## config.mk

```make
export PLATFORM = sky130hd
export DESIGN_NAME = xbus_port
export DESIGN_NICKNAME = d
export VERILOG_FILES = /design/src/rtl/xbus_pkg.sv /design/src/rtl/xbus_cfg_regs.sv /design/src/rtl/xbus_cycle_seq.sv /design/src/rtl/xbus_port.sv
export SDC_FILE = /design/constraint.sdc
export NUM_CORES = 1
export LEC_CHECK = 0
export BUFFER_PORTS_ARGS = -buffer_cell sky130_fd_sc_hd__buf_4
export CELL_PAD_IN_SITES_DETAIL_PLACEMENT = 1
export CELL_PAD_IN_SITES_GLOBAL_PLACEMENT = 1
export CORE_ASPECT_RATIO = 1.2
export CORE_MARGIN = 2
export CORE_UTILIZATION = 37
export CTS_CLUSTER_DIAMETER = 200
export DETAILED_ROUTE_END_ITERATION = 12
export PLACE_DENSITY_LB_ADDON = 0.1
export SYNTH_ARGS = -nofsm -noshare
export SYNTH_HDL_FRONTEND = slang
export SYNTH_SLANG_ARGS = --single-unit
```

## constraint.sdc

```tcl
create_clock -name clk -period 2 [get_ports clk]
set_input_delay 0.4 -clock clk [delete_from_list [all_inputs] [get_ports clk]]
set_output_delay 0.4 -clock clk [all_outputs]
set_load 0.02 [all_outputs]
```

## src/rtl/xbus_pkg.sv

```systemverilog
package xbus_pkg;

    typedef enum logic [1:0] {
        SEL_LO   = 2'd0,
        SEL_CTRL = 2'd1,
        SEL_DATA = 2'd2,
        SEL_RSVD = 2'd3
    } xbus_sel_e;

    typedef enum logic [1:0] {
        PH_IDLE   = 2'd0,
        PH_SETUP  = 2'd1,
        PH_STROBE = 2'd2,
        PH_DONE   = 2'd3
    } xbus_phase_e;

    localparam int CTRL_MODE_BIT = 15;
    localparam int CTRL_AINC_BIT = 14;

endpackage

```

## src/rtl/xbus_cfg_regs.sv

```systemverilog
module xbus_cfg_regs
    import xbus_pkg::*;
#(
    parameter int LO_W   = 16,
    parameter int HI_W   = 4,
    parameter int DATA_W = 16
) (
    input  logic              clk,
    input  logic              rst_n,
    input  logic              wr_en,
    input  logic [1:0]        wr_sel,
    input  logic [DATA_W-1:0] wr_data,
    input  logic              stop,
    input  logic              open_wr,
    input  logic              cap_en,
    input  logic [DATA_W-1:0] cap_data,
    input  logic              step,
    output logic              flash_mode,
    output logic              auto_inc,
    output logic [HI_W-1:0]   hi_addr,
    output logic [LO_W-1:0]   lo_addr,
    output logic [DATA_W-1:0] data_reg
);

    typedef struct packed {
        logic              mode;
        logic              ainc;
        logic [HI_W-1:0]   hi;
        logic [LO_W-1:0]   lo;
        logic [DATA_W-1:0] data;
    } cfg_t;

    cfg_t cfg_d, cfg_q;

    always_comb begin
        cfg_d = cfg_q;
        if (wr_en) begin
            case (wr_sel)
                SEL_LO: cfg_d.lo = wr_data[LO_W-1:0];
                SEL_CTRL: begin
                    if (stop) begin
                        cfg_d.mode = wr_data[CTRL_MODE_BIT];
                        cfg_d.ainc = wr_data[CTRL_AINC_BIT];
                    end
                    if (open_wr) begin
                        cfg_d.hi = wr_data[HI_W-1:0];
                    end
                end
                SEL_DATA: begin
                    if (open_wr) begin
                        cfg_d.data = wr_data;
                    end
                end
                default: ;
            endcase
        end
        if (cap_en) begin
            cfg_d.data = cap_data;
        end
        if (step && cfg_q.ainc) begin
            cfg_d.lo = cfg_q.lo + LO_W'(1);
        end
    end

    always_ff @(posedge clk or negedge rst_n) begin
        if (!rst_n) begin
            cfg_q <= '0;
        end else begin
            cfg_q <= cfg_d;
        end
    end

    assign flash_mode = cfg_q.mode;
    assign auto_inc   = cfg_q.ainc;
    assign hi_addr    = cfg_q.hi;
    assign lo_addr    = cfg_q.lo;
    assign data_reg   = cfg_q.data;

endmodule

```

## src/rtl/xbus_cycle_seq.sv

```systemverilog
module xbus_cycle_seq
    import xbus_pkg::*;
#(
    parameter int LO_W      = 16,
    parameter int HI_W      = 4,
    parameter int DATA_W    = 16,
    parameter int WAIT_CLKS = 3
) (
    input  logic                 clk,
    input  logic                 rst_n,
    input  logic                 start,
    input  logic                 start_wr,
    input  logic                 accept,
    input  logic                 flash_mode,
    input  logic [HI_W-1:0]      hi_addr,
    input  logic [LO_W-1:0]      lo_addr,
    input  logic [DATA_W-1:0]    wr_word,
    input  logic [DATA_W-1:0]    dq_in,
    output xbus_phase_e          phase,
    output logic                 cap_en,
    output logic [DATA_W-1:0]    cap_data,
    output logic [HI_W+LO_W-1:0] addr_out,
    output logic [DATA_W-1:0]    dq_out,
    output logic                 dq_oe,
    output logic                 cs_n,
    output logic                 oe_n,
    output logic                 we_n
);

    localparam int MEM_AW = HI_W + LO_W;
    localparam int BYTE_W = DATA_W / 2;
    localparam int CNT_W  = (WAIT_CLKS < 2) ? 1 : $clog2(WAIT_CLKS);

    typedef struct packed {
        xbus_phase_e      ph;
        logic [CNT_W-1:0] cnt;
        logic             wr;
    } seq_t;

    seq_t seq_d, seq_q;

    always_comb begin
        seq_d = seq_q;
        case (seq_q.ph)
            PH_IDLE: begin
                if (start) begin
                    seq_d.ph = PH_SETUP;
                    seq_d.wr = start_wr;
                end
            end
            PH_SETUP: begin
                seq_d.ph  = PH_STROBE;
                seq_d.cnt = CNT_W'(WAIT_CLKS - 1);
            end
            PH_STROBE: begin
                if (seq_q.cnt == '0) begin
                    seq_d.ph = PH_DONE;
                end else begin
                    seq_d.cnt = seq_q.cnt - CNT_W'(1);
                end
            end
            PH_DONE: begin
                if (accept) begin
                    seq_d.ph = PH_IDLE;
                end
            end
            default: seq_d.ph = PH_IDLE;
        endcase
    end

    always_ff @(posedge clk or negedge rst_n) begin
        if (!rst_n) begin
            seq_q <= '{ph: PH_IDLE, cnt: '0, wr: 1'b0};
        end else begin
            seq_q <= seq_d;
        end
    end

    logic in_strobe;
    logic active;

    always_comb begin
        in_strobe = (seq_q.ph == PH_STROBE);
        active    = in_strobe || (seq_q.ph == PH_SETUP);
        phase     = seq_q.ph;
        cap_en    = in_strobe && (seq_q.cnt == '0) && !seq_q.wr;
        cap_data  = flash_mode ? DATA_W'(dq_in[BYTE_W-1:0]) : dq_in;
        if (!active) begin
            addr_out = '0;
        end else if (flash_mode) begin
            addr_out = {hi_addr, lo_addr};
        end else begin
            addr_out = MEM_AW'(lo_addr);
        end
        dq_oe  = active && seq_q.wr;
        if (!dq_oe) begin
            dq_out = '0;
        end else if (flash_mode) begin
            dq_out = DATA_W'(wr_word[BYTE_W-1:0]);
        end else begin
            dq_out = wr_word;
        end
        cs_n = !in_strobe;
        oe_n = !(in_strobe && !seq_q.wr);
        we_n = !(in_strobe && seq_q.wr);
    end

endmodule

```

## src/rtl/xbus_port.sv

```systemverilog
module xbus_port
    import xbus_pkg::*;
#(
    parameter int LO_W      = 16,
    parameter int HI_W      = 4,
    parameter int DATA_W    = 16,
    parameter int SIZE_W    = 8,
    parameter int WAIT_CLKS = 3
) (
    input  logic                 clk,
    input  logic                 rst_n,
    input  logic                 stop_i,
    input  logic [SIZE_W-1:0]    sram_size_i,
    input  logic                 host_req_i,
    input  logic                 host_we_i,
    input  logic [1:0]           host_sel_i,
    input  logic [DATA_W-1:0]    host_wdata_i,
    output logic                 host_ready_o,
    output logic [DATA_W-1:0]    host_rdata_o,
    output logic [HI_W+LO_W-1:0] mem_addr_o,
    output logic [DATA_W-1:0]    mem_dq_o,
    output logic                 mem_dq_oe_o,
    input  logic [DATA_W-1:0]    mem_dq_i,
    output logic                 mem_cs_n_o,
    output logic                 mem_oe_n_o,
    output logic                 mem_we_n_o
);

    localparam int RSVD_W = DATA_W - 2 - HI_W;

    xbus_phase_e       phase;
    logic              flash_mode;
    logic              auto_inc;
    logic [HI_W-1:0]   hi_addr;
    logic [LO_W-1:0]   lo_addr;
    logic [DATA_W-1:0] data_reg;
    logic              cap_en;
    logic [DATA_W-1:0] cap_data;

    logic idle;
    logic open_wr;
    logic launch;
    logic reg_wr;
    logic step;

    always_comb begin
        idle    = (phase == PH_IDLE);
        open_wr = stop_i || (sram_size_i == '0);
        launch  = host_req_i && idle && (host_sel_i == SEL_DATA)
                  && (!host_we_i || open_wr);
        reg_wr  = host_req_i && host_we_i && idle;
        step    = host_req_i && (phase == PH_DONE);
        host_ready_o = (idle && !launch) || (phase == PH_DONE);
        case (host_sel_i)
            SEL_LO:   host_rdata_o = DATA_W'(lo_addr);
            SEL_CTRL: host_rdata_o = {flash_mode, auto_inc, {RSVD_W{1'b0}}, hi_addr};
            SEL_DATA: host_rdata_o = data_reg;
            default:  host_rdata_o = '0;
        endcase
    end

    xbus_cfg_regs #(
        .LO_W  (LO_W),
        .HI_W  (HI_W),
        .DATA_W(DATA_W)
    ) u_regs (
        .clk       (clk),
        .rst_n     (rst_n),
        .wr_en     (reg_wr),
        .wr_sel    (host_sel_i),
        .wr_data   (host_wdata_i),
        .stop      (stop_i),
        .open_wr   (open_wr),
        .cap_en    (cap_en),
        .cap_data  (cap_data),
        .step      (step),
        .flash_mode(flash_mode),
        .auto_inc  (auto_inc),
        .hi_addr   (hi_addr),
        .lo_addr   (lo_addr),
        .data_reg  (data_reg)
    );

    xbus_cycle_seq #(
        .LO_W     (LO_W),
        .HI_W     (HI_W),
        .DATA_W   (DATA_W),
        .WAIT_CLKS(WAIT_CLKS)
    ) u_seq (
        .clk       (clk),
        .rst_n     (rst_n),
        .start     (launch),
        .start_wr  (host_we_i),
        .accept    (host_req_i),
        .flash_mode(flash_mode),
        .hi_addr   (hi_addr),
        .lo_addr   (lo_addr),
        .wr_word   (data_reg),
        .dq_in     (mem_dq_i),
        .phase     (phase),
        .cap_en    (cap_en),
        .cap_data  (cap_data),
        .addr_out  (mem_addr_o),
        .dq_out    (mem_dq_o),
        .dq_oe     (mem_dq_oe_o),
        .cs_n      (mem_cs_n_o),
        .oe_n      (mem_oe_n_o),
        .we_n      (mem_we_n_o)
    );

endmodule

```

==> metrics.md <==
| Metric | Value |
|---|---|
| Syn avg cell area | `9.30 um^2` |
| Post-synth EDFFs | `0` |
| Seq pwr share | `0.257` |
| Filler cells | `between 900 and 1,000` |
| Drt total wl | `about 11,000 um` |
| Most Frequent Cell on Critical Path | `and2_4` |
| Initial antenna violation count | `0` |
| CP Depth | `6` |
| Slew at the pin closest to its max-slew limit | `roughly 0.6 ns` |
| CP arrival | `1.71 ns` |
| GR Layer Usage met1 | `0.296` |
| Pwr per Cell Area | `1610 nW/um^2` |
| Asr flop ratio synth | `1.00` |
| Sw Ratio | `0.446` |
| Clk pwr share | `0.118` |
| Finished Cell Area | `4320 um^2` |
| Detailed Route Iter0 Violations | `106` |
| # diodes | `0` |
| CP peak stage delay | `0.39 ns` |
| Sw power | `3110 uW` |
| Final setup fails | `36` |
| H-tree levels | `2` |
| Synth cell types | `between 50 and 60` |
| Clk slew on worst S/H paths | `around 0.09 ns` |
| Commonest non-fill, non-tap cells in the layout | `buf_4 (126), dfrtp_1 (43), mux2i_1 (26), nor2_1 (26), mux2_2 (20)` |
| Relative slew margins | `0.596` |
| Antenna viol nets, final | `0` |
| Largest net degree at the start of global routing | `44` |
| Worst R2R Path Depth | `7` |
| Met2 Use GR | `0.431` |
| Worst hold path class | `in2async` |
| Vias | `3,028` |
| Nets@finish | `503` |
| Initial DRT Pass Iterations | `4` |
| Root Driver | `clkbuf_8` |
| WP buf/inv | `2` |
| Layout cells sized above 1 | `0.437` |
| Die ar. | `8960 um^2` |
| GR peak layer | `met2` |
| WL per Instance | `19.5 um` |
| Final period util | `1.05` |
| Slew Limit Fails | `0` |
| CTS tree | `yes` |
| RSZ-0062 raised after global routing | `yes` |
| Sink Count | `43` |
| Clk_skew | `0.0103 ns` |
| Peak fanout along the critical path | `8` |
| Placed instance area | `roughly 4000 um^2` |
| Boundary pin count | `between 100 and 150` |
| CP required | `1.60 ns` |
| Register bit total from synthesis | `43` |
| Height of the die | `103 um` |
| DR DRC count | `0` |
| Die Width | `just under 90 um` |
| Synthesized cell area | `3040 um^2` |
| Commonest non-fill, non-tap cell in the layout | `buf_4` |
| Seq/Total Area, Yosys | `0.354` |
| Internal | `3870 uW` |
| Layout area overhead | `42.2%` |
| Final min period | `2.11 ns` |
| Clock Latency Late Sink | `0.31 ns` |
| Final Power | `6980 uW` |
| First-pass GRT wire length | `approximately 17,000 um` |
| Number of global-route vias before repair | `3,136` |
| Syn Inst Count | `327` |
| Worst-path cell chain | `inv_2 -> ha_4 -> and2_4 -> nor2b_4 -> and2_4 -> buf_6` |
| Initial Utilization | `0.377` |
| TritonCTS Buffers | `5` |
| Syn. warnings | `0` |
| Combinational share of power | `0.625` |
| Main flop type after synthesis | `dfrtp_1` |
| CORE AREA | `8060 um^2` |
| Syn nets | `380` |
| WS Path Type | `reg2out` |
| CTS Buffer Depth | `2` |
| Peak supply drop | `a little under 0.8 mV` |
| Max Freq | `0.475 GHz` |
| CP max-delay cell | `dfrtp_1` |
| Via/cell ratio | `5.55` |
| Violated checks | `negative setup slack` |
| Startpoint types | `flip-flop` |
| Total global routing overflow | `0` |
| Met3 Resource Use GR | `0.0286` |
| Hpwl dp | `8050 um` |
| Critical path capture point type | `output port` |
| Outcome | `complete, but fails checks` |
| Final hold viol count | `0` |
| GRT Total Usage | `0.241` |
| Worst setup margin | `-0.107 ns` |
| P_leak | `0.00205 uW` |
| PortBufs | `103` |
| Standard-cell rows | `36` |
| Cell family with the largest share of critical-path delay | `simple AND/OR/NAND/NOR gates` |
| GP Congestion | `0.795` |
| Max-Cap Viols | `0` |
[worst reg2reg max path, stage by stage (launching register included)]
cell      delay (ns)
dfrtp_1         0.39
inv_2           0.07
buf_4           0.13
ha_2            0.21
nand3b_4        0.13
buf_4           0.18
mux2_2          0.34
mux2_2          0.27
[cell usage after synthesis (3+ instances only)]
| library cell | instances | area [um^2] |
|---|---|---|
| and2_1 | 25 | 156 |
| ha_1 | 6 | 75.1 |
| nand2_1 | 17 | 63.8 |
| inv_1 | 17 | 63.8 |
| nor4_1 | 5 | 31.3 |
| buf_2 | 8 | 40.0 |
| nand4_1 | 4 | 25.0 |
| mux2i_1 | 26 | 260 |
| a21oi_1 | 16 | 80.1 |
| mux2_2 | 20 | 225 |
| nor2b_1 | 3 | 18.8 |
| nand3_1 | 13 | 65.1 |
| nor2_1 | 26 | 97.6 |
| dfrtp_1 | 43 | 1080 |
| nor3b_1 | 9 | 67.6 |
| nor3_1 | 7 | 35.0 |
| o21ai_0 | 12 | 60.1 |
| clkbuf_1 | 8 | 30.0 |
| and3_1 | 13 | 81.3 |
| nand2b_1 | 3 | 18.8 |
[routing by layer]
metal  part of all wire  routed length (um)  vias up
met1               0.42                4430     1494
met2               0.52                5510      103
met4              0.024                 253        0
li1                   -                   -     1414
met5                  0                   0        -
met3              0.045                 477       17
[power by group through the flow]
stage	logic (uW)	registers, uW	clock network, uW
after floorplan	2510	1600	0
after global placement	3960	1780	0
after detailed placement	4060	1790	0
after CTS	4250	1790	841
after global routing	4710	1870	883
final	4360	1790	827
[final timing paths]
kind                              startpoint                 end  slack, ns
hold / removal                         rst_n  u_regs.data_reg[2]       0.09
max in group asynchronous              rst_n  u_regs.data_reg[9]       1.50
setup reg to reg              u_seq.phase[0]  u_regs.data_reg[4]       0.17
min in group clk             host_wdata_i[1]   u_regs.hi_addr[1]       0.35
hold reg to reg            u_regs.hi_addr[3]   u_regs.hi_addr[3]       0.54
setup / recovery              u_seq.phase[1]        mem_dq_o[13]      -0.11
[cell families (layout without fill, tap and decap cells)]
| group | Yosys count | count (layout) | share of synthesized area |
|---|---|---|---|
| and+or+nand+nor | 137 | 137 | 0.266 |
| AOI/OAI and AO/OA | 55 | 55 | 0.126 |
| muxes | 49 | 49 | 0.173 |
| DFF | 43 | 43 | 0.354 |
| buffers and inverters | 36 | 160 | 0.0531 |
| adders and majority gates | 6 | 6 | 0.0247 |
| xor gates and xnor gates | 1 | 1 | 0.00288 |
[through the flow]
step | setup WS, ns | utilization | hold slack (ns) | cells | TNS [ns]
after floorplan | 0.0780 | - | 0.104 | 327 | 0
after global routing | -0.178 | 0.536 | 0.126 | 546 | -4.43
final | -0.107 | 0.536 | 0.0940 | 546 | -1.71
after detailed placement | -0.0491 | 0.498 | 0.450 | 530 | -0.303
after CTS | -0.0927 | 0.525 | 0.115 | 540 | -1.31
after global placement | 0.0518 | 0.498 | 0.440 | 530 | 0
[area by class of cell]
cell class / instances / area [um^2] / area share
Clock buffer: 6 / 72.6 / 0.0168
Clock inverter: 2 / 60.1 / 0.0139
Inverter: 17 / 63.8 / 0.0148
Multi-Input combinational cell: 248 / 1890 / 0.436
Sequential cell: 43 / 1080 / 0.249
Tap cell: 95 / 119 / 0.0275
Timing Repair Buffer: 135 / 1050 / 0.242
[timing repair]
action | in CTS | in global routing
setup buffers | 2 | 6
setup endpoints to repair | 37 | 40
gates resized for setup | 18 | 13
hold buffers | 0 | 0
pin swaps | 10 | 10
No activity file was read; power rests on OpenSTA's default activity.
